`config.mk`:
```
export PLATFORM = sky130hd
export DESIGN_NAME = sertx_core
export DESIGN_NICKNAME = d
export VERILOG_FILES = /design/src/rtl/sertx_pkg.sv /design/src/rtl/sertx_holdreg.sv /design/src/rtl/sertx_bitclock.sv /design/src/rtl/sertx_framer.sv /design/src/rtl/sertx_core.sv
export SDC_FILE = /design/constraint.sdc
export NUM_CORES = 1
export LEC_CHECK = 0
export ABC_CLOCK_PERIOD_IN_PS = 3500
export BUFFER_PORTS_ARGS = -buffer_cell sky130_fd_sc_hd__buf_4
export CORE_MARGIN = 8
export CORE_UTILIZATION = 35
export CTS_BUF_LIST = sky130_fd_sc_hd__clkbuf_8
export CTS_CLUSTER_DIAMETER = 150
export DETAILED_ROUTE_END_ITERATION = 10
export GPL_ROUTABILITY_DRIVEN = 1
export SLEW_MARGIN = 15
export SYNTH_ARGS = -nofsm -noshare
export SYNTH_HDL_FRONTEND = slang
export SYNTH_SLANG_ARGS = --single-unit
```
`constraint.sdc`:
```
create_clock -name clk -period 3.5 [get_ports clk]
set_input_delay 0.7 -clock clk [delete_from_list [all_inputs] [get_ports clk]]
set_output_delay 0.7 -clock clk [all_outputs]
set_load 0.02 [all_outputs]
```
`src/rtl/sertx_pkg.sv`:
```
package sertx_pkg;

  localparam int DW = 8;

  typedef enum logic [2:0] {
    ST_IDLE,
    ST_START,
    ST_DATA,
    ST_PAR,
    ST_STOP
  } tx_state_e;

  // Index of the last data bit for a length code (5..8 bits).
  function automatic logic [2:0] top_index(input logic [1:0] code);
    return 3'd4 + {1'b0, code};
  endfunction

  // Keeps only the bits that the length code sends.
  function automatic logic [DW-1:0] len_mask(input logic [1:0] code);
    return {DW{1'b1}} >> (2'd3 - code);
  endfunction

  // cfg = {force, select, enable}
  function automatic logic parity_of(input logic [DW-1:0] d,
                                     input logic [1:0] code,
                                     input logic [2:0] cfg);
    logic [DW-1:0] m;
    m = d & len_mask(code);
    if (cfg[2]) return ~cfg[1];
    else if (cfg[1]) return ^m;
    else return ~^m;
  endfunction

  // Stop interval length in ticks.
  function automatic int stop_ticks(input logic [1:0] code, input logic sel,
                                    input int ovs);
    if (!sel) return ovs;
    if (code == 2'b00) return ovs + ovs / 2;
    return 2 * ovs;
  endfunction

endpackage

```
`src/rtl/sertx_holdreg.sv`:
```
module sertx_holdreg
  import sertx_pkg::*;
(
  input  logic          clk,
  input  logic          rst_n,
  input  logic          wr_en,
  input  logic [DW-1:0] wr_data,
  input  logic          take,
  output logic          full,
  output logic [DW-1:0] data
);

  always_ff @(posedge clk) begin
    if (!rst_n) begin
      full <= 1'b0;
      data <= '0;
    end else if (wr_en) begin
      data <= wr_data;
      full <= 1'b1;
    end else if (take) begin
      full <= 1'b0;
    end
  end

endmodule

```
`src/rtl/sertx_bitclock.sv`:
```
module sertx_bitclock #(
  parameter int CNT_W = 6
) (
  input  logic             clk,
  input  logic             rst_n,
  input  logic             run,
  input  logic             tick,
  input  logic [CNT_W-1:0] limit,
  output logic             bit_end
);

  logic [CNT_W-1:0] cnt;

  assign bit_end = run && tick && (cnt == limit - 1'b1);

  always_ff @(posedge clk) begin
    if (!rst_n) begin
      cnt <= '0;
    end else if (run && tick) begin
      if (bit_end) cnt <= '0;
      else         cnt <= cnt + 1'b1;
    end
  end

endmodule

```
`src/rtl/sertx_framer.sv`:
```
module sertx_framer
  import sertx_pkg::*;
#(
  parameter int OVS   = 16,
  parameter int CNT_W = 6
) (
  input  logic             clk,
  input  logic             rst_n,
  input  logic             hold_full,
  input  logic [DW-1:0]    hold_data,
  input  logic [1:0]       len_code,
  input  logic [2:0]       par_cfg,
  input  logic             stop_sel,
  input  logic             bit_end,
  output logic             load_ev,
  output logic             char_done,
  output logic             busy,
  output logic             line,
  output logic [CNT_W-1:0] limit
);

  tx_state_e        state;
  logic [DW-1:0]    sh;
  logic [2:0]       idx;
  logic [2:0]       last_q;
  logic             par_q;
  logic             par_en_q;
  logic [CNT_W-1:0] stop_lim_q;

  assign char_done = (state == ST_STOP) && bit_end;
  assign load_ev   = hold_full && ((state == ST_IDLE) || char_done);
  assign busy      = (state != ST_IDLE);
  assign limit     = (state == ST_STOP) ? stop_lim_q : CNT_W'(OVS);

  always_ff @(posedge clk) begin
    if (!rst_n) begin
      state      <= ST_IDLE;
      line       <= 1'b1;
      sh         <= '0;
      idx        <= '0;
      last_q     <= '0;
      par_q      <= 1'b0;
      par_en_q   <= 1'b0;
      stop_lim_q <= CNT_W'(OVS);
    end else if (load_ev) begin
      state      <= ST_START;
      line       <= 1'b0;
      sh         <= hold_data;
      idx        <= '0;
      last_q     <= top_index(len_code);
      par_q      <= parity_of(hold_data, len_code, par_cfg);
      par_en_q   <= par_cfg[0];
      stop_lim_q <= CNT_W'(stop_ticks(len_code, stop_sel, OVS));
    end else if (bit_end) begin
      case (state)
        ST_START: begin
          state <= ST_DATA;
          line  <= sh[0];
          sh    <= sh >> 1;
          idx   <= '0;
        end
        ST_DATA: begin
          if (idx == last_q) begin
            if (par_en_q) begin
              state <= ST_PAR;
              line  <= par_q;
            end else begin
              state <= ST_STOP;
              line  <= 1'b1;
            end
          end else begin
            idx  <= idx + 1'b1;
            line <= sh[0];
            sh   <= sh >> 1;
          end
        end
        ST_PAR: begin
          state <= ST_STOP;
          line  <= 1'b1;
        end
        default: begin
          state <= ST_IDLE;
          line  <= 1'b1;
        end
      endcase
    end
  end

endmodule

```
`src/rtl/sertx_core.sv`:
```
module sertx_core
  import sertx_pkg::*;
#(
  parameter int OVS = 16
) (
  input  logic          clk,
  input  logic          rst_n,
  input  logic          tick16,
  input  logic          wr_en,
  input  logic [DW-1:0] wr_data,
  input  logic [1:0]    len_code,
  input  logic [2:0]    par_cfg,
  input  logic          stop_sel,
  input  logic          brk_en,
  output logic          txd,
  output logic          thr_empty,
  output logic          tx_empty
);

  localparam int CNT_W = $clog2(2 * OVS + 1);

  logic             hold_full;
  logic [DW-1:0]    hold_data;
  logic             load_ev;
  logic             char_done;
  logic             busy;
  logic             line;
  logic             bit_end;
  logic [CNT_W-1:0] limit;

  sertx_holdreg u_hold (
    .clk     (clk),
    .rst_n   (rst_n),
    .wr_en   (wr_en),
    .wr_data (wr_data),
    .take    (load_ev),
    .full    (hold_full),
    .data    (hold_data)
  );

  sertx_bitclock #(.CNT_W(CNT_W)) u_clk (
    .clk     (clk),
    .rst_n   (rst_n),
    .run     (busy),
    .tick    (tick16),
    .limit   (limit),
    .bit_end (bit_end)
  );

  sertx_framer #(.OVS(OVS), .CNT_W(CNT_W)) u_frm (
    .clk       (clk),
    .rst_n     (rst_n),
    .hold_full (hold_full),
    .hold_data (hold_data),
    .len_code  (len_code),
    .par_cfg   (par_cfg),
    .stop_sel  (stop_sel),
    .bit_end   (bit_end),
    .load_ev   (load_ev),
    .char_done (char_done),
    .busy      (busy),
    .line      (line),
    .limit     (limit)
  );

  // Break gates only the pin; sequencing is untouched.
  assign txd       = line & ~brk_en;
  assign thr_empty = ~hold_full;
  assign tx_empty  = ~hold_full & ~busy;

endmodule

```
# Word-level counts from Yosys, hierarchy flattened
# Cells that the tools add are included.
[classes] n_addsub=5 n_mul=0 div=0 magnitude_cmp=0 eq_ne=10 n_shift=1 mux=33 bitwise=8 n_reduce_logical=19
[op_table] cell="two-way mux 6 bit" count=4
[op_table] cell="two-way mux 8 bit" count=3
[op_table] cell="two-way mux 1 bit" count=17
[op_table] cell="one-hot mux 8 bit (2 select lines)" count=1
[op_table] cell="two-way mux 5 bit" count=2
[op_table] cell="two-way mux 3 bit" count=3
[op_table] cell="one-hot mux 3 bit (3 select lines)" count=1
[op_table] cell="bitwise AND 8 bit" count=1
[op_table] cell="XNOR reduction 8 bit" count=1
[op_table] cell="parity 8 bit" count=1
[op_table] cell="right shift 8 x 2 -> 8 bit (first input constant)" count=1
[op_table] cell="adder 6 x 1 -> 6 bit (second input constant)" count=1
[op_table] cell="equality test 3 x 2 -> 1 bit (second input constant)" count=2
[op_table] cell="equality test 6 bit" count=1
[op_table] cell="one-hot mux 3 bit (2 select lines)" count=1
[op_table] cell="AND reduction 3 bit" count=2
[op_table] cell="nonzero test 2 bit" count=3
[op_table] cell="nonzero test 3 bit" count=2
[op_table] cell="subtractor 6 x 1 -> 6 bit (second input constant)" count=1
[op_table] cell="NOT 1 bit" count=5
[op_table] cell="logical AND 1 bit" count=4
[op_table] cell="AND reduction 2 bit" count=2
[op_table] cell="adder 3 x 1 -> 3 bit (second input constant)" count=1
[op_table] cell="adder 3 x 2 -> 3 bit (first input constant)" count=1
[op_table] cell="other kinds (14)" count=15
[word_totals] ff_bits=41 latch_bits=0 mem_bits_rw=0 romBits=0 out_inout_bits=3 mem_count=0

# Depth between registers and ports, before layout
# Gate-level depths: netlist (run 1).
[logic_depth] ltp_word=15 mapped_depth=10

# Hierarchy
# From an unflattened synthesis (run 1), not the netlist that was laid out.
[hier_totals] cells_unflattened=227 area_unflattened_um2=2094.5
[modules_own_cells] module="sertx_framer" instances=1 cells_each=145 area_each_um2=1302.5 seq_area_each_um2=460.4
[modules_own_cells] module="sertx_bitclock" instances=1 cells_each=51 area_each_um2=435.4 seq_area_each_um2=120.1
[modules_own_cells] module="sertx_holdreg" instances=1 cells_each=28 area_each_um2=335.3 seq_area_each_um2=180.2
[modules_own_cells] module="sertx_core" instances=1 cells_each=3 area_each_um2=21.3 seq_area_each_um2=0.0

# Worst setup path before layout (run 1)
# No wires, ideal clock.
[synth_path] path_kind="register to register" start="register u_frm.state[2]" end="register u_frm.par_q" arrival_time_ps=2563 path_slack_ps=841 stages_incl_launch_ff=10 period_less_slack_ps=2659 cell_sequence="dfxtp_1 -> buf_2 -> and4bb_2 -> inv_1 -> ha_1 -> xnor2_1 -> or3_1 -> o31ai_4 -> nand2_1 -> o311ai_1"
[synth_between] elab_chain_len=8 word_cells_on_any_way=11 cone_classes="add/sub: 1; eq/ne: 2; mux: 1; reduce/logical: 7"
[synth_lines] element="from (decl)" line_no="sertx_framer.sv:22" text="tx_state_e state;"
[synth_lines] element="from (signal assigned)" line_no="sertx_framer.sv:37" text="state <= ST_IDLE;"
[synth_lines] element="from (signal assigned)" line_no="sertx_framer.sv:46" text="state <= ST_START;"
[synth_lines] element="from (signal assigned)" line_no="sertx_framer.sv:57" text="state <= ST_DATA;"
[synth_lines] element="equality test 3 bit" line_no="sertx_framer.sv:30, sertx_framer.sv:33"
[synth_lines] element="two-way mux 6 bit" line_no="sertx_framer.sv:33" text="assign limit = (state == ST_STOP) ? stop_lim_q : CNT_W'(OVS);"
[synth_lines] element="subtractor 6 x 1 -> 6 bit" line_no="sertx_bitclock.sv:14" text="assign bit_end = run && tick && (cnt == limit - 1'b1);"
[synth_lines] element="equality test 6 bit" line_no="sertx_bitclock.sv:14"
[synth_lines] element="logical AND 1 bit" line_no="sertx_bitclock.sv:14"
[synth_lines] element="logical AND 1 bit" line_no="sertx_framer.sv:30" text="assign char_done = (state == ST_STOP) && bit_end;"
[synth_lines] element="logical OR 1 bit *" line_no="sertx_framer.sv:31" text="assign load_ev = hold_full && ((state == ST_IDLE) || char_done);"
[synth_lines] element="logical AND 1 bit *" line_no="sertx_framer.sv:31"
[synth_lines] element="to (signal assigned)" line_no="sertx_framer.sv:51" text="par_q <= parity_of(hold_data, len_code, par_cfg);"
[synth_lines] element="to (decl)" line_no="sertx_framer.sv:26" text="logic par_q;"
# Every way passes the cells marked *; elsewhere a longest branch is shown, timed or not.
# A chain may end at the register's enable or synchronous reset.

# Final worst setup path (run 1)
[layout_path] start="register u_frm.state[2]" end="register u_frm.idx[2]"
[layout_between] elab_chain_len=9 word_cells_on_any_way=18 cone_classes="add/sub: 1; eq/ne: 5; mux: 2; reduce/logical: 10"
[layout_lines] element="equality test 3 bit" line_no="sertx_framer.sv:30, sertx_framer.sv:33"
[layout_lines] element="two-way mux 6 bit" line_no="sertx_framer.sv:33"
[layout_lines] element="subtractor 6 x 1 -> 6 bit" line_no="sertx_bitclock.sv:14"
[layout_lines] element="equality test 6 bit" line_no="sertx_bitclock.sv:14"
[layout_lines] element="logical AND 1 bit" line_no="sertx_bitclock.sv:14"
[layout_lines] element="logical AND 1 bit" line_no="sertx_framer.sv:30"
[layout_lines] element="logical OR 1 bit" line_no="sertx_framer.sv:31"
[layout_lines] element="logical AND 1 bit" line_no="sertx_framer.sv:31"
[layout_lines] element="OR reduction 2 bit (no line)"
[layout_lines] element="to (signal assigned)" line_no="sertx_framer.sv:72" text="idx <= idx + 1'b1;"
[layout_lines] element="to (decl)" line_no="sertx_framer.sv:24" text="logic [2:0] idx;"
# Parallel ways exist; a longest one is shown, timed or not.

==> impl_metrics.ini, run 1 <==
[min_path]
hold_path.class = reg2reg
min-delay-start = u_frm.sh[7]
whs_path_depth = 2
hold_end = u_frm.sh[7]

[clock_network]
cts_buffer_depth = 2
htree_levels = 2
cts.sink_count = 38
clk_pin_slew_ps = 80
post_cts_buffers = 0
cts_tree = done
root_buffer = clkbuf_8
postCtsResizedCells = 0
hold_buffers = 0
numCtsBuffers = 5
insertion_delay_ps = 290

[worst_setup_path]
cp_cell_sequence = and4bb_2 -> inv_1 -> ha_1 -> xnor2_1 -> nor3_1 -> nand4_1 -> o31ai_1 -> a21oi_1
crit_family = simple AND/OR/NAND/NOR gates
start_kind = register
end_kind = register
path_class = reg2reg
ff2ff_path_depth = 8
worst_r2r_endpoint = u_frm.idx[2]
cpPeakStageDelay_ps = 580
r2r_slack_ps = 580
cp_num_buf_inv = 1
r2r-start = u_frm.state[2]
cp_max_fo = 12
required_ps = 3660
cp_slowest_cell = dfxtp_1
cp.arrival_ps = 3080

[drt]
vias = 1771
wl_per_cell_um = 14.9
drc = 0
drtIter0Drc = 180
dr.pass1.iters = 5
antenna_left = 0
drt_wl_total_um = 4880
avgViaCountPerCell = 5.40

[placement]
routabilityCongestion = 0.804
portBuffers = 21
dp_hpwl_um = 3380

[pwr]
power_uw = 957
switching_share_pct = 24.9
vdd_ir_drop_max_mv = 0.238
internal-power_uw = 719
p_sw_uw = 239
combPwrFrac_pct = 13.1
p_leak_nw = 0.869
pwr_density_cell_nw_per_um2 = 404
clock_power_share_pct = 37.9
p_seq_share_pct = 49.0

[floorplan]
fp.coreArea_um2 = 5570
dieArea_um2 = 8520
start_util_pct = 36.5
die_w_um = 92.3
num_io_pins = 22
rows = 27
die_y_um = 92.3

[cells_and_area]
diodes = 0
final_nets = 277
drive_above_1_share_pct = 15.2
area_growth_pct = 16.3

[global_route]
grt_max_degree = 24
grt_busiest_layer = met2
use_met2_pct = 17.7
overflow = 0
grt_pass1_vias = 1743
grt_util_all_layers_pct = 11.8
met3_usage_pct = 3.23
grt_antenna_before_repair = 0
grt_use_met1_pct = 15.3
grt_pass1_wl_um = 8200

[yosys]
ys.flop_type = dfxtp_1
synth_cell_types = 46
synth.avg_cell_area_um2 = 8.63
synthArstFlopShare_pct = 0
syn_nets = 258
yosysSeqAreaShare_pct = 37.3
netlist_instances = 236
yosys_warnings = 0
ys_seq_elements = 38
synth_edf_count = 0
synth_area_um2 = 2040

[run]
maxCapViolCount = 0

[timing]
finalSetupViolCount = 0
slew_viol_final = 0
rsz0062_at_grt = no
min_period_ps = 2920
hold_viol_final = 0
maxSlewHeadroom_pct = 50.1
fin_skew_ps = 11.3
whs_ps = 487
period_share_pct = 83.4
fmax_ghz = 0.343
finalSetupTns_ps = 0
worst_pin_slew_ps = 748

[status]
status = finished clean
-- worst min-delay path: cells and delay by family (launching register included) --
| kind | cells | cell delay [ps] |
|---|---|---|
| compound gates | 2 | 120 |
| flops | 1 | 320 |
-- layout make-up --
cell class                 count  area (um2)
tap                           72        90.1
timing repair buffer          25         188
clock buffer                   5        68.8
fill                         554        3210
inverter                       9        33.8
multi-input combinational    176        1190
sequential                    38         761
clock inverter                 3        37.5
-- cell families (layout without fill, tap and decap cells) --
| logic type | count (synthesis) | in the layout | synth area share [%] |
|---|---|---|---|
| AOI/OAI and AO/OA | 61 | 61 | 20.9 |
| xor gates and xnor gates | 16 | 16 | 7.56 |
| adders and majority gates | 3 | 3 | 1.84 |
| buffers and inverters | 22 | 42 | 4.24 |
| DFF | 38 | 38 | 37.3 |
| muxes | 9 | 9 | 4.42 |
| and+or+nand+nor | 87 | 87 | 23.7 |
-- per-layer routing --
metal	up-vias	part of all wire, %
met5	-	0
met4	0	0.82
met3	2	4.2
met1	821	51
li1	913	-
met2	35	44
-- layout by cell type, fill, tap and decap left out, types with 2 or more instances in the layout --
master,synthesis,final
inv_1,9,11
o21ai_0,3,3
o21ai_1,16,16
a311oi_1,7,7
o21a_1,4,4
and4bb_2,3,3
or4_4,2,2
buf_4,0,25
nand4b_1,2,2
or3_1,2,2
nor2_1,22,22
nor3_1,14,14
o31ai_1,2,2
clkbuf_8,0,5
nand2_1,10,10
nor4_1,2,2
dfxtp_1,38,38
o211ai_1,3,3
ha_1,3,3
nand4_1,5,5
a21oi_1,13,13
mux2i_1,9,9
nor2b_1,2,2
xnor2_1,8,8
nand3_1,17,17
xor2_1,7,7
-- metrics by stage --
stage	instances	setup WS [ps]	instance area, um2	utilization, %
after global routing	328	329	2370	42.5
after CTS	328	541	2370	42.5
after floorplan	236	841	2040	-
after global placement	320	641	2260	40.6
after detailed placement	320	568	2260	40.6
final	328	581	2370	42.5
-- how the worst max path moves through the flow --
stage                     cells after the start            to      startpoint
final                                         8  u_frm.idx[2]  u_frm.state[2]
after global routing                          8  u_frm.idx[2]  u_frm.state[2]
after CTS                                     8  u_frm.idx[2]  u_frm.state[2]
after detailed placement                      8  u_frm.idx[2]  u_frm.state[2]
after global placement                        8  u_frm.idx[2]  u_frm.state[2]
after floorplan                               9   u_frm.par_q  u_frm.state[2]
-- power by group through the flow --
stage | logic (mW) | clock network [mW] | registers [mW]
3_3_place_gp | 0.125 | 0 | 0.478
3_5_place_dp | 0.126 | 0 | 0.478
4_1_cts | 0.126 | 0.371 | 0.469
6_report | 0.126 | 0.363 | 0.469
2_1_floorplan | 0.0852 | 0 | 0.473
5_1_grt | 0.141 | 0.394 | 0.472
-- cell usage after synthesis, types with 2 or more instances --
cell,number,area share (%)
mux2i_1,9,4.4
and4bb_2,3,1.8
nand4_1,5,1.5
nor4_1,2,0.61
buf_2,3,0.74
nor2b_1,2,0.61
a311oi_1,7,3.0
nand2_1,10,1.8
xor2_1,7,3.0
inv_1,9,1.7
o21ai_1,16,3.9
nor3_1,14,3.4
nand4b_1,2,0.86
ha_1,3,1.8
o211ai_1,3,1.1
clkbuf_1,10,1.8
or4_4,2,1.1
a21oi_1,13,3.2
or3_1,2,0.61
xnor2_1,8,3.4
o31ai_1,2,0.74
nand3_1,17,4.2
o21a_1,4,1.5
nor2_1,22,4.1
o21ai_0,3,0.74
dfxtp_1,38,37
-- state kept, by name, indices dropped and copies added, names as in the netlist --
| register | flops |
|---|---|
| u_frm.line | 1 |
| u_frm.par_q | 1 |
| u_clk.cnt | 6 |
| u_frm.state | 3 |
| u_frm.idx | 3 |
| u_frm.stop_lim_q | 3 |
| u_hold.full | 1 |
| u_frm.par_en_q | 1 |
| u_frm.sh | 8 |
| u_hold.data | 8 |
| u_frm.last_q | 3 |
Power figures use the tool's default switching activity.
==> run 2, diff against run 1 <==
--- a/config.mk
+++ b/config.mk
@@ -5,7 +5,7 @@
 export SDC_FILE = /design/constraint.sdc
 export NUM_CORES = 1
 export LEC_CHECK = 0
-export ABC_CLOCK_PERIOD_IN_PS = 3500
+export ABC_CLOCK_PERIOD_IN_PS = 3000
 export BUFFER_PORTS_ARGS = -buffer_cell sky130_fd_sc_hd__buf_4
 export CORE_MARGIN = 8
 export CORE_UTILIZATION = 35
==> constraint.sdc (replaced) <==
create_clock -name clk -period 3 [get_ports clk]
set_input_delay 0.6 -clock clk [delete_from_list [all_inputs] [get_ports clk]]
set_output_delay 0.6 -clock clk [all_outputs]
set_load 0.02 [all_outputs]
==> run 2 against run 1 <==
  * Sequential cell count unchanged
  * First-iteration DRC count decreased by 18%
  * Clock power decreased by 9.4%
  * Critical endpoint is now u_frm.sh[1]
==> impl_metrics.ini, run 2 (synthesis gave the netlist of run 1 again) <==
[status]
status = finished clean

[timing]
period_share_pct = 90.3
hold_viol_final = 0
slew_viol_final = 0
min_period_ps = 2710
fin_skew_ps = 5.80
finalSetupViolCount = 0
finalSetupTns_ps = 0
rsz0062_at_grt = no
worst_pin_slew_ps = 770
maxSlewHeadroom_pct = 48.6
fmax_ghz = 0.369
worst_slack_ps = 291

[min_path]
min-delay-start = u_frm.sh[7]
hold_path.class = reg2reg

[cells_and_area]
area_growth_pct = 15.2
diodes = 0
largestRegisters = u_frm.sh: 8 flops, u_hold.data: 8 flops, u_clk.cnt: 6 flops
post-route-util_pct = 42.1
layout_commonest_cell = dfxtp_1
most-common-layout-cells = 38 x dfxtp_1, 26 x buf_4, 22 x nor2_1, 17 x nand3_1, 16 x o21ai_1
final_nets = 278
drive_above_1_share_pct = 15.2
layout.cell_area.non_filler_um2 = 2350

[global_route]
grt_util_all_layers_pct = 11.1
grt_pass1_vias = 1592
grt_antenna_before_repair = 0
grt_max_degree = 24
overflow = 0
grt_pass1_wl_um = 7850

[clock_network]
cts.sink_count = 38
numCtsBuffers = 5
insertion_delay_ps = 290
post_cts_buffers = 0
postCtsResizedCells = 0
cts_buffer_depth = 2
cts_tree = done
clk_pin_slew_ps = 70
root_buffer = clkbuf_8
htree_levels = 2
hold_buffers = 0

[drt]
drtIter0Drc = 148
antenna_left = 0
dr.pass1.iters = 6
wl_per_cell_um = 14.7
vias = 1805
drt_wl_total_um = 4830
avgViaCountPerCell = 5.50
drc = 0

[worst_setup_path]
cp.arrival_ps = 2900
critPathLaunch = u_frm.state[0]
end_kind = register
cp_max_fo = 13
path_class = reg2reg
start_kind = register
required_ps = 3190
r2r-start = u_frm.state[0]

[floorplan]
start_util_pct = 36.5
die_y_um = 92.3
dieArea_um2 = 8520
fp.coreArea_um2 = 5570
die_w_um = 92.3
num_io_pins = 22
rows = 27

[pwr]
p_leak_nw = 0.859
vdd_ir_drop_max_mv = 0.251
pwr_density_cell_nw_per_um2 = 434

[placement]
portBuffers = 21
dp_hpwl_um = 3450
place_area_um2 = 2270
routabilityCongestion = 0.836
dp_slack_ps = 296

[run]
maxCapViolCount = 0
[run 2: final cells by class]
cell class	count	area [um2]
fillers	553	3230
clock inverters	2	7.51
well taps	72	90.1
flip-flops and latches	38	761
multi-input cells	176	1190
inverters	9	33.8
clock buffers	5	68.8
repair buffers	26	195
[run 2: path summary, 6_finish.rpt]
check	endpoint	slack [ps]	cells after the start
worst max-delay path	u_frm.sh[1]	290	9
worst min-delay path	u_frm.sh[7]	490	2
worst max register to register	u_frm.sh[1]	290	9
worst min register to register	u_frm.sh[7]	490	2
[run 2: critical path, stage by stage (launching register included)]
cell	delay, ps
dfxtp_1	420
and4bb_2	390
inv_1	50
ha_1	300
xnor2_1	140
or3_1	400
nor4_2	270
buf_4	230
nand3_1	100
a311oi_1	300
[run 2: per-stage QoR]
stage	std cells	hold WS (ps)	power [mW]
2_1_floorplan	236	450	0.651
3_3_place_gp	321	468	0.701
3_5_place_dp	321	479	0.702
4_1_cts	328	496	1.03
5_1_grt	328	513	1.06
6_report	328	493	1.02
[run 2: metal layers]
layer	global-route usage [%]	vias up	part of all wire (%)
li1	-	916	-
met1	15.0	839	49
met2	16.3	44	45
met3	2.42	6	4.3
met4	5.91	0	2.0
met5	0	-	0
[run 2: where the power goes]
group | total [mW] | switching [mW] | internal, mW
Clock | 0.329 | 0.176 | 0.153
Combinational | 0.143 | 0.0751 | 0.0675
Sequential | 0.548 | 0.0204 | 0.527
